File: src/rtl/pwr_state_ctrl.sv
module pwr_state_ctrl #(
  parameter int NMOD        = 4,
  parameter int DW          = 32,
  parameter int AW          = 8,
  parameter int XFER_CYCLES = 16
) (
  input  logic              clk,
  input  logic              rst_n,
  input  logic              bus_sel,
  input  logic              bus_wr,
  input  logic [AW-1:0]     bus_addr,
  input  logic [DW-1:0]     bus_wdata,
  output logic [DW-1:0]     bus_rdata,
  output logic [NMOD-1:0]   mod_en
);
  localparam int CW = $clog2(XFER_CYCLES + 1);
  localparam logic [AW-1:0] A_CMD  = AW'(0);
  localparam logic [AW-1:0] A_STAT = AW'(1);
  localparam int CTRL_BASE = 16;
  localparam int STAT_BASE = 32;

  logic [DW-1:0] ctrl_q [NMOD];
  logic [1:0]    cur_q  [NMOD];
  logic [1:0]    tgt_q  [NMOD];
  logic [1:0]    want   [NMOD];
  logic [NMOD-1:0] diff;
  logic          busy_q;
  logic [CW-1:0] cnt_q;

  wire wr_hit = bus_sel & bus_wr;
  wire go_req = wr_hit && bus_addr == A_CMD && bus_wdata[0] && !busy_q;
  wire finish = busy_q && cnt_q == '0;

  for (genvar i = 0; i < NMOD; i++) begin : g_mod
    assign want[i] = (ctrl_q[i][4:0] <= 5'd3) ? ctrl_q[i][1:0] : cur_q[i];
    assign diff[i] = want[i] != cur_q[i];
    assign mod_en[i] = cur_q[i] == 2'd3;

    always_ff @(posedge clk) begin
      if (!rst_n) begin
        ctrl_q[i] <= '0;
        cur_q[i]  <= 2'd0;
        tgt_q[i]  <= 2'd0;
      end else begin
        if (wr_hit && bus_addr == AW'(CTRL_BASE + i)) ctrl_q[i] <= bus_wdata;
        if (go_req) tgt_q[i] <= want[i];
        if (finish) cur_q[i] <= tgt_q[i];
      end
    end
  end

  always_ff @(posedge clk) begin
    if (!rst_n) begin
      busy_q <= 1'b0;
      cnt_q  <= '0;
    end else if (go_req) begin
      busy_q <= 1'b1;
      cnt_q  <= (|diff) ? CW'(XFER_CYCLES - 1) : '0;
    end else if (finish) begin
      busy_q <= 1'b0;
    end else if (busy_q) begin
      cnt_q <= cnt_q - 1'b1;
    end
  end

  always_comb begin
    bus_rdata = '0;
    if (bus_addr == A_STAT) bus_rdata[0] = busy_q;
    for (int i = 0; i < NMOD; i++) begin
      if (bus_addr == AW'(CTRL_BASE + i)) bus_rdata = ctrl_q[i];
      if (bus_addr == AW'(STAT_BASE + i)) bus_rdata[1:0] = cur_q[i];
    end
  end
endmodule

File: config.mk
export PLATFORM = sky130hd
export DESIGN_NAME = pwr_state_ctrl
export DESIGN_NICKNAME = d
export VERILOG_FILES = /design/src/rtl/pwr_state_ctrl.sv
export SDC_FILE = /design/constraint.sdc
export NUM_CORES = 1
export LEC_CHECK = 0
export BUFFER_PORTS_ARGS = -buffer_cell sky130_fd_sc_hd__buf_2
export CORE_MARGIN = 10
export CORE_UTILIZATION = 53
export DETAILED_ROUTE_END_ITERATION = 8
export PLACE_DENSITY = 0.76
export RECOVER_POWER = 50
export SLEW_MARGIN = 40
export SYNTH_ARGS = -nofsm -noshare
export SYNTH_HDL_FRONTEND = slang
export SYNTH_SLANG_ARGS = --single-unit
File: constraint.sdc
create_clock -name clk -period 4.6 [get_ports clk]
set_clock_uncertainty 0.15 [all_clocks]
set_input_delay 1.38 -clock clk [delete_from_list [all_inputs] [get_ports clk]]
set_output_delay 1.38 -clock clk [all_outputs]
set_load 0.01 [all_outputs]
==> results of run 1 <==
-- worst min path at each step --
stage	start	end	slack [ns]
after floorplan	tgt_q[0][0]	cur_q[0][0]	0.35
after global placement	tgt_q[1][1]	cur_q[1][1]	0.35
after detailed placement	tgt_q[1][1]	cur_q[1][1]	0.35
after CTS	tgt_q[1][1]	cur_q[1][1]	0.37
after global routing	tgt_q[1][1]	cur_q[1][1]	0.38
final	tgt_q[1][1]	cur_q[1][1]	0.37
-- per-layer routing --
layer / GRT usage / vias up / routed length, um
li1: - / 2214 / -
met1: 0.223 / 2360 / 6920
met2: 0.317 / 193 / 8390
met3: 0.0497 / 25 / 1140
met4: 0.0682 / 2 / 274
met5: 0 / - / 13
-- cell type report --
cell class,instances,area [um^2]
repair buffers,115,717
clock buffers,18,429
fillers,936,4410
well taps,172,215
flip-flops and latches,150,4440
clock inverters,13,186
inverters,4,15.0
multi-input cells,352,2360
-- cell usage in the layout, fill, tap and decap left out, types with 3 or more instances in the layout --
cell type	instances
a21oi_1	7
a22oi_1	62
and2_0	60
and2_1	81
and3_1	4
buf_12	7
buf_2	74
buf_4	21
bufinv_16	5
clkbuf_1	14
clkbuf_16	17
clkinv_1	5
dfxtp_1	6
edfxtp_1	144
inv_1	4
mux2i_1	8
nand2_1	11
nand3_1	4
nor2_1	15
nor2b_1	4
nor3_1	6
nor3b_1	3
o21ai_0	20
o21ai_1	16
o22ai_1	3
o31ai_1	3
or4b_1	4
xnor2_1	4
xor2_1	6
-- state kept, by name, summed over array words and instances (netlist names) --
signal,count
busy_q,1
cur_q,8
ctrl_q,128
cnt_q,5
tgt_q,8
-- cells in the mapped netlist, drive strengths merged (3+ instances only) --
master and instances:
nor3 6, o22ai 3, o21ai 37, a21oi 7, edfxtp 144, nor2 17
xnor2 4, nor2b 4, mux2i 8, nor3b 4, xor2 6, a22oi 62
and3 4, o31ai 3, nand2 11, inv 4, dfxtp 6, or4b 6
nand3 4, and2 141, buf 26, clkbuf 9
-- per-stage QoR --
step                      hold slack [ns]  TNS [ns]  power (mW)  setup slack [ns]
after floorplan                     0.347         0        1.66             0.434
after global placement              0.350         0        1.74            0.0511
after detailed placement            0.353         0        1.75            0.0742
after CTS                           0.367         0        3.19            0.0385
after global routing                0.377  -0.00965        3.27          -0.00965
final                               0.368         0        3.18            0.0564
-- power breakdown --
part           internal (mW)  switching [mW]  leakage [nW]
Combinational         0.0492          0.0865          1.29
Clock                  0.946           0.512         0.297
Sequential              1.56          0.0255          1.43
Total                   2.55           0.624          3.02
-- kinds of logic (layout without fill, tap and decap cells) --
logic type               count (synthesis)  after routing
buffers and inverters                   39            150
multiplexers                             9              9
flip-flops                             150            150
AND/OR/NAND/NOR                        208            208
adder cells (fa/ha/maj)                  2              2
XOR/XNOR                                10             10
AO/OA/AOI/OAI                          123            123
-- timing repair --
item	CTS	global route
buffers inserted	0	2
resized for setup	0	2
endpoints found under the setup margin	0	5
==> results_dict.tcl, run 1 <==
set metrics [dict create \
    cts-root-buf "clkbuf_16" \
    crit_path_end "bus_rdata[31]" \
    post-route-period-util 0.988 \
    fin_util 0.655 \
    synth.distinct_cells 49 \
    synth_compound_area_frac 0.117 \
    dp_hpwl_um 10900 \
    cts-buffers-inserted 17 \
    synth_fp_nets 587 \
    fin_crit_ns 4.54 \
    rr_endpoint "cnt_q[0]" \
    synth_area_leaders "edfxtp_1 62%, and2_1 13%, a22oi_1 6.6%" \
    cp-end-kind "primary output" \
    peakVddDrop_mv 0.228 \
    h-tree-depth 4 \
    crit_fanout 9 \
    place_area_um2 7800 \
    die_area_um2 18200 \
    diodes 0 \
    cts_hold_buf 0 \
    status "complete, no violations" \
    syn_area_per_cell_um2 13.0 \
    fin_area_um2 8370 \
    max_freq_mhz 220 \
    grt_overflow 0 \
    drcViolationCount 0 \
    ys_ff_latch 150 \
    tightestPinTransition_ns 1.35 \
    gp_congestion 0.860 \
    synthSimpleGateAreaFrac 0.190 \
    first_global_vias 5048 \
    chipHeight_um 135 \
    syn_area_um2 7010 \
    yosysTopAreaCellShare 0.617 \
    viasPerCell 5.82 \
    vias 4794 \
    drive_above_1_share 0.209 \
    report.final.slew_viol_count 0 \
    fin_nets 686 \
    startpoint "bus_addr[5]" \
    rr_startpoint "cnt_q[0]" \
    wire_per_inst_um 20.3 \
    p_leak_nw 3.02 \
    io_buffer_count 79 \
    crit_buf_inv 4 \
    clock_path_buffers 2 \
    io_pins 80 \
    maxCapViolCount 0 \
    coreArea_um2 12800 \
    synthAdderAreaFrac 0.00357 \
    cpPeakStageDelay_ns 0.50 \
    yosysSeqAreaShare 0.634 \
    worstPathArrival_ns 3.01 \
    path_delay_family "buffers and inverters" \
    synth_top_family_by_area "simple AND/OR/NAND/NOR gates" \
    synthArstFlopShare 0 \
    cts.sinks 150 \
    start_util 0.549 \
    rows 41 \
    synth_cells 541 \
    hold_violations 0 \
    dr.pass1.iters 5 \
    dp.cells 791 \
    grt_max_degree 33 \
    synth_edf_count 144 \
    hold-path-cell-count 1 \
    cts.clk_slew.worst_paths_ns 0.05 \
    final_cell_count_no_fill 824 \
    critPathKind "in -> out" \
    synth_ff_type "edfxtp_1" \
    reg2reg_setup_slack_ns 2.61 \
    maxSlewHeadroom 0.100 \
    drtIter0Drc 467 \
    antenna_left 0 \
    rr_worst_depth 6 \
    grt_first_pass_wirelength_um 26500 \
    area_growth_pct 19.4 \
    hold_class "reg -> reg" \
    power_density_nw_per_um2 380 \
    yosys.area.top_type "edfxtp_1" \
    yosys_warnings 0 \
    grt.total_usage 0.187 \
    fp.dieW_um 135 \
    wl_um 16700 \
    setup_viol 0 \
    clk-insertion-delay-late_ns 0.42 \
    critPathSlowestCell "or4b_1" \
    crit_chain "buf_2, or4b_1, buf_4, nor2_8, buf_4, a22oi_1, o21ai_0, buf_2" \
    antenna_found_initial 1 \
    worstPathRequired_ns 3.07 \
    start_kind "input port" \
    synthMuxAreaShare 0.0130 \
    synth-xor-area-share 0.0125 \
    cts_tree "done" \
    path_depth 8 \
]
(Power assumes the default switching activity.)
==> run 2: changes to the inputs <==
--- a/config.mk
+++ b/config.mk
@@ -7,9 +7,9 @@
 export LEC_CHECK = 0
 export BUFFER_PORTS_ARGS = -buffer_cell sky130_fd_sc_hd__buf_2
 export CORE_MARGIN = 10
-export CORE_UTILIZATION = 53
+export CORE_UTILIZATION = 58
 export DETAILED_ROUTE_END_ITERATION = 8
-export PLACE_DENSITY = 0.76
+export PLACE_DENSITY = 0.79
 export RECOVER_POWER = 50
 export SLEW_MARGIN = 40
 export SYNTH_ARGS = -nofsm -noshare
==> constraint.sdc (replaced) <==
create_clock -name clk -period 4.92 [get_ports clk]
set_clock_uncertainty 0.15 [all_clocks]
set_input_delay 1.476 -clock clk [delete_from_list [all_inputs] [get_ports clk]]
set_output_delay 1.476 -clock clk [all_outputs]
set_load 0.01 [all_outputs]
==> run 2 against run 1 <==
  * Count of clock-buffer cells in the layout is 1 higher
  * Critical path depth shrank 1
  * Total power down 12%
  * Global-route usage up 1.6 points
  * Register-to-register slack better by 0.29 ns
  * Non-clock buffer count decreased by 10
  * Sequential cell count unchanged
  * Cell count shrank 4.4%
  * Wire length decreased by 2.4%
  * Via count fell by 1.5%
  * Critical endpoint is now bus_rdata[1]
  * Largest power group unchanged
==> results_dict.tcl, run 2 (synthesis results as in run 1) <==
set metrics [dict create \
    status "complete, no violations" \
    diodes 0 \
    coreArea_um2 11900 \
    cts-resized-gates 0 \
    cts_hold_buf 0 \
    post_cts_buffers 0 \
    fin_area_um2 8150 \
    mostFrequentLayoutCells "144 x edfxtp_1, 87 x and2_0, 75 x buf_2, 62 x a22oi_1, 54 x and2_1" \
    critPathSlowestCell "or4b_1" \
    layout_commonest_cell "edfxtp_1" \
    die_area_um2 16900 \
    dp_hpwl_um 10400 \
    largest_reg_flops 128 \
    gp_congestion 0.882 \
    cts.sinks 150 \
    cts_tree "done" \
    largest-register "ctrl_q" \
    tightestPinTransition_ns 1.48 \
    fin_crit_ns 4.82 \
    cts.clk_slew.worst_paths_ns 0.05 \
    place_area_um2 7660 \
    p_leak_nw 2.90 \
    maxCapViolCount 0 \
    io_pins 80 \
    wire_per_inst_um 20.7 \
    clock_path_buffers 2 \
    crit_fanout 15 \
    tns_ns 0 \
    chipHeight_um 130 \
    cts-root-buf "clkbuf_16" \
    first_global_vias 4980 \
    start_kind "input port" \
    finalHoldWorstSlack_ns 0.366 \
    h-tree-depth 4 \
    start_util 0.588 \
    report.final.slew_viol_count 0 \
    post-route-period-util 0.979 \
    grt_first_pass_wirelength_um 25900 \
    vias 4723 \
    hold_class "reg -> reg" \
    power_density_nw_per_um2 345 \
    reg_top3 "ctrl_q: 128 flops, cur_q: 8 flops, tgt_q: 8 flops" \
    antenna_left 0 \
    rows 40 \
    setup_viol 0 \
    fin_nets 676 \
    area_growth_pct 16.3 \
    cp-end-kind "primary output" \
    viasPerCell 5.99 \
    maxSlewHeadroom 0.0138 \
    grt.total_usage 0.202 \
    crit_buf_inv 3 \
    cts-buffers-inserted 17 \
    grt_overflow 0 \
    grt_max_degree 33 \
    clk-insertion-delay-late_ns 0.43 \
    drcViolationCount 0 \
    worstPathArrival_ns 3.19 \
    crit_chain "buf_2, or4b_1, buf_4, o32ai_1, a32oi_1, a32oi_1, buf_2" \
    rsz0062_at_grt "false" \
    drtIter0Drc 426 \
    fp.dieW_um 130 \
    worstPathRequired_ns 3.29 \
    wl_um 16300 \
    hold_violations 0 \
    critPathKind "in -> out" \
    dr.pass1.iters 6 \
    drive_above_1_share 0.206 \
    io_buffer_count 79 \
    path_delay_family "simple AND/OR/NAND/NOR gates" \
    max_freq_mhz 208 \
    cpPeakStageDelay_ns 0.68 \
    peakVddDrop_mv 0.289 \
    antenna_found_initial 0 \
]
[run 2: cell count changes in the layout (fill, tap and decap cells not counted), moves of 2 or more]
cell       delta
and2_0       +27
and2_1       -27
buf_12        -4
buf_4         -3
bufinv_16     -3
clkbuf_1      -3
clkinv_1      -2
clkinv_4      +2
nor2_1        -3
nor2_2        +3
[run 2: routing by layer]
layer / track usage / share of wire / wire [um]
met3: 0.0580 / 0.064 / 1050
met4: 0.0708 / 0.020 / 325
met5: 0 / 0 / 0
met2: 0.354 / 0.52 / 8560
met1: 0.233 / 0.39 / 6410
[run 2: cell type report]
type | count | area [um^2]
clock buffers | 19 | 433
well taps | 147 | 184
flip-flops and latches | 150 | 4440
fillers | 839 | 3760
multi-input cells | 352 | 2360
inverters | 4 | 15.0
clock inverters | 11 | 111
repair buffers | 105 | 604
[run 2: worst paths after layout]
kind,start,endpoint,slack (ns),depth (start not counted)
worst max-delay path,bus_addr[7],bus_rdata[1],0.10,7
worst min register to register,tgt_q[3][1],cur_q[3][1],0.37,1
worst min-delay path,tgt_q[3][1],cur_q[3][1],0.37,1
worst max register to register,busy_q,tgt_q[1][1],2.90,3
[run 2: worst reg2reg max path: stages, from the launching register on]
cell      delay [ns]
dfxtp_1         0.40
nor4bb_1        0.32
and4_1          0.38
nand2b_1        0.41
[run 2: through the flow]
| step | total power [mW] | setup slack, ns | utilization | std cells |
|---|---|---|---|---|
| 6_report | 2.81 | 0.102 | 0.684 | 788 |
| 3_5_place_dp | 1.63 | 0.127 | 0.643 | 758 |
| 2_1_floorplan | 1.56 | 0.562 | - | 541 |
| 3_3_place_gp | 1.62 | 0.149 | 0.643 | 758 |
| 5_1_grt | 2.89 | 0.0453 | 0.684 | 788 |
| 4_1_cts | 2.83 | 0.121 | 0.689 | 788 |
[run 2: report_power, final]
part,switching (mW),internal (mW),leakage (nW)
sequential,0.0244,1.46,1.43
clock,0.477,0.732,0.265
combinational,0.0780,0.0418,1.20
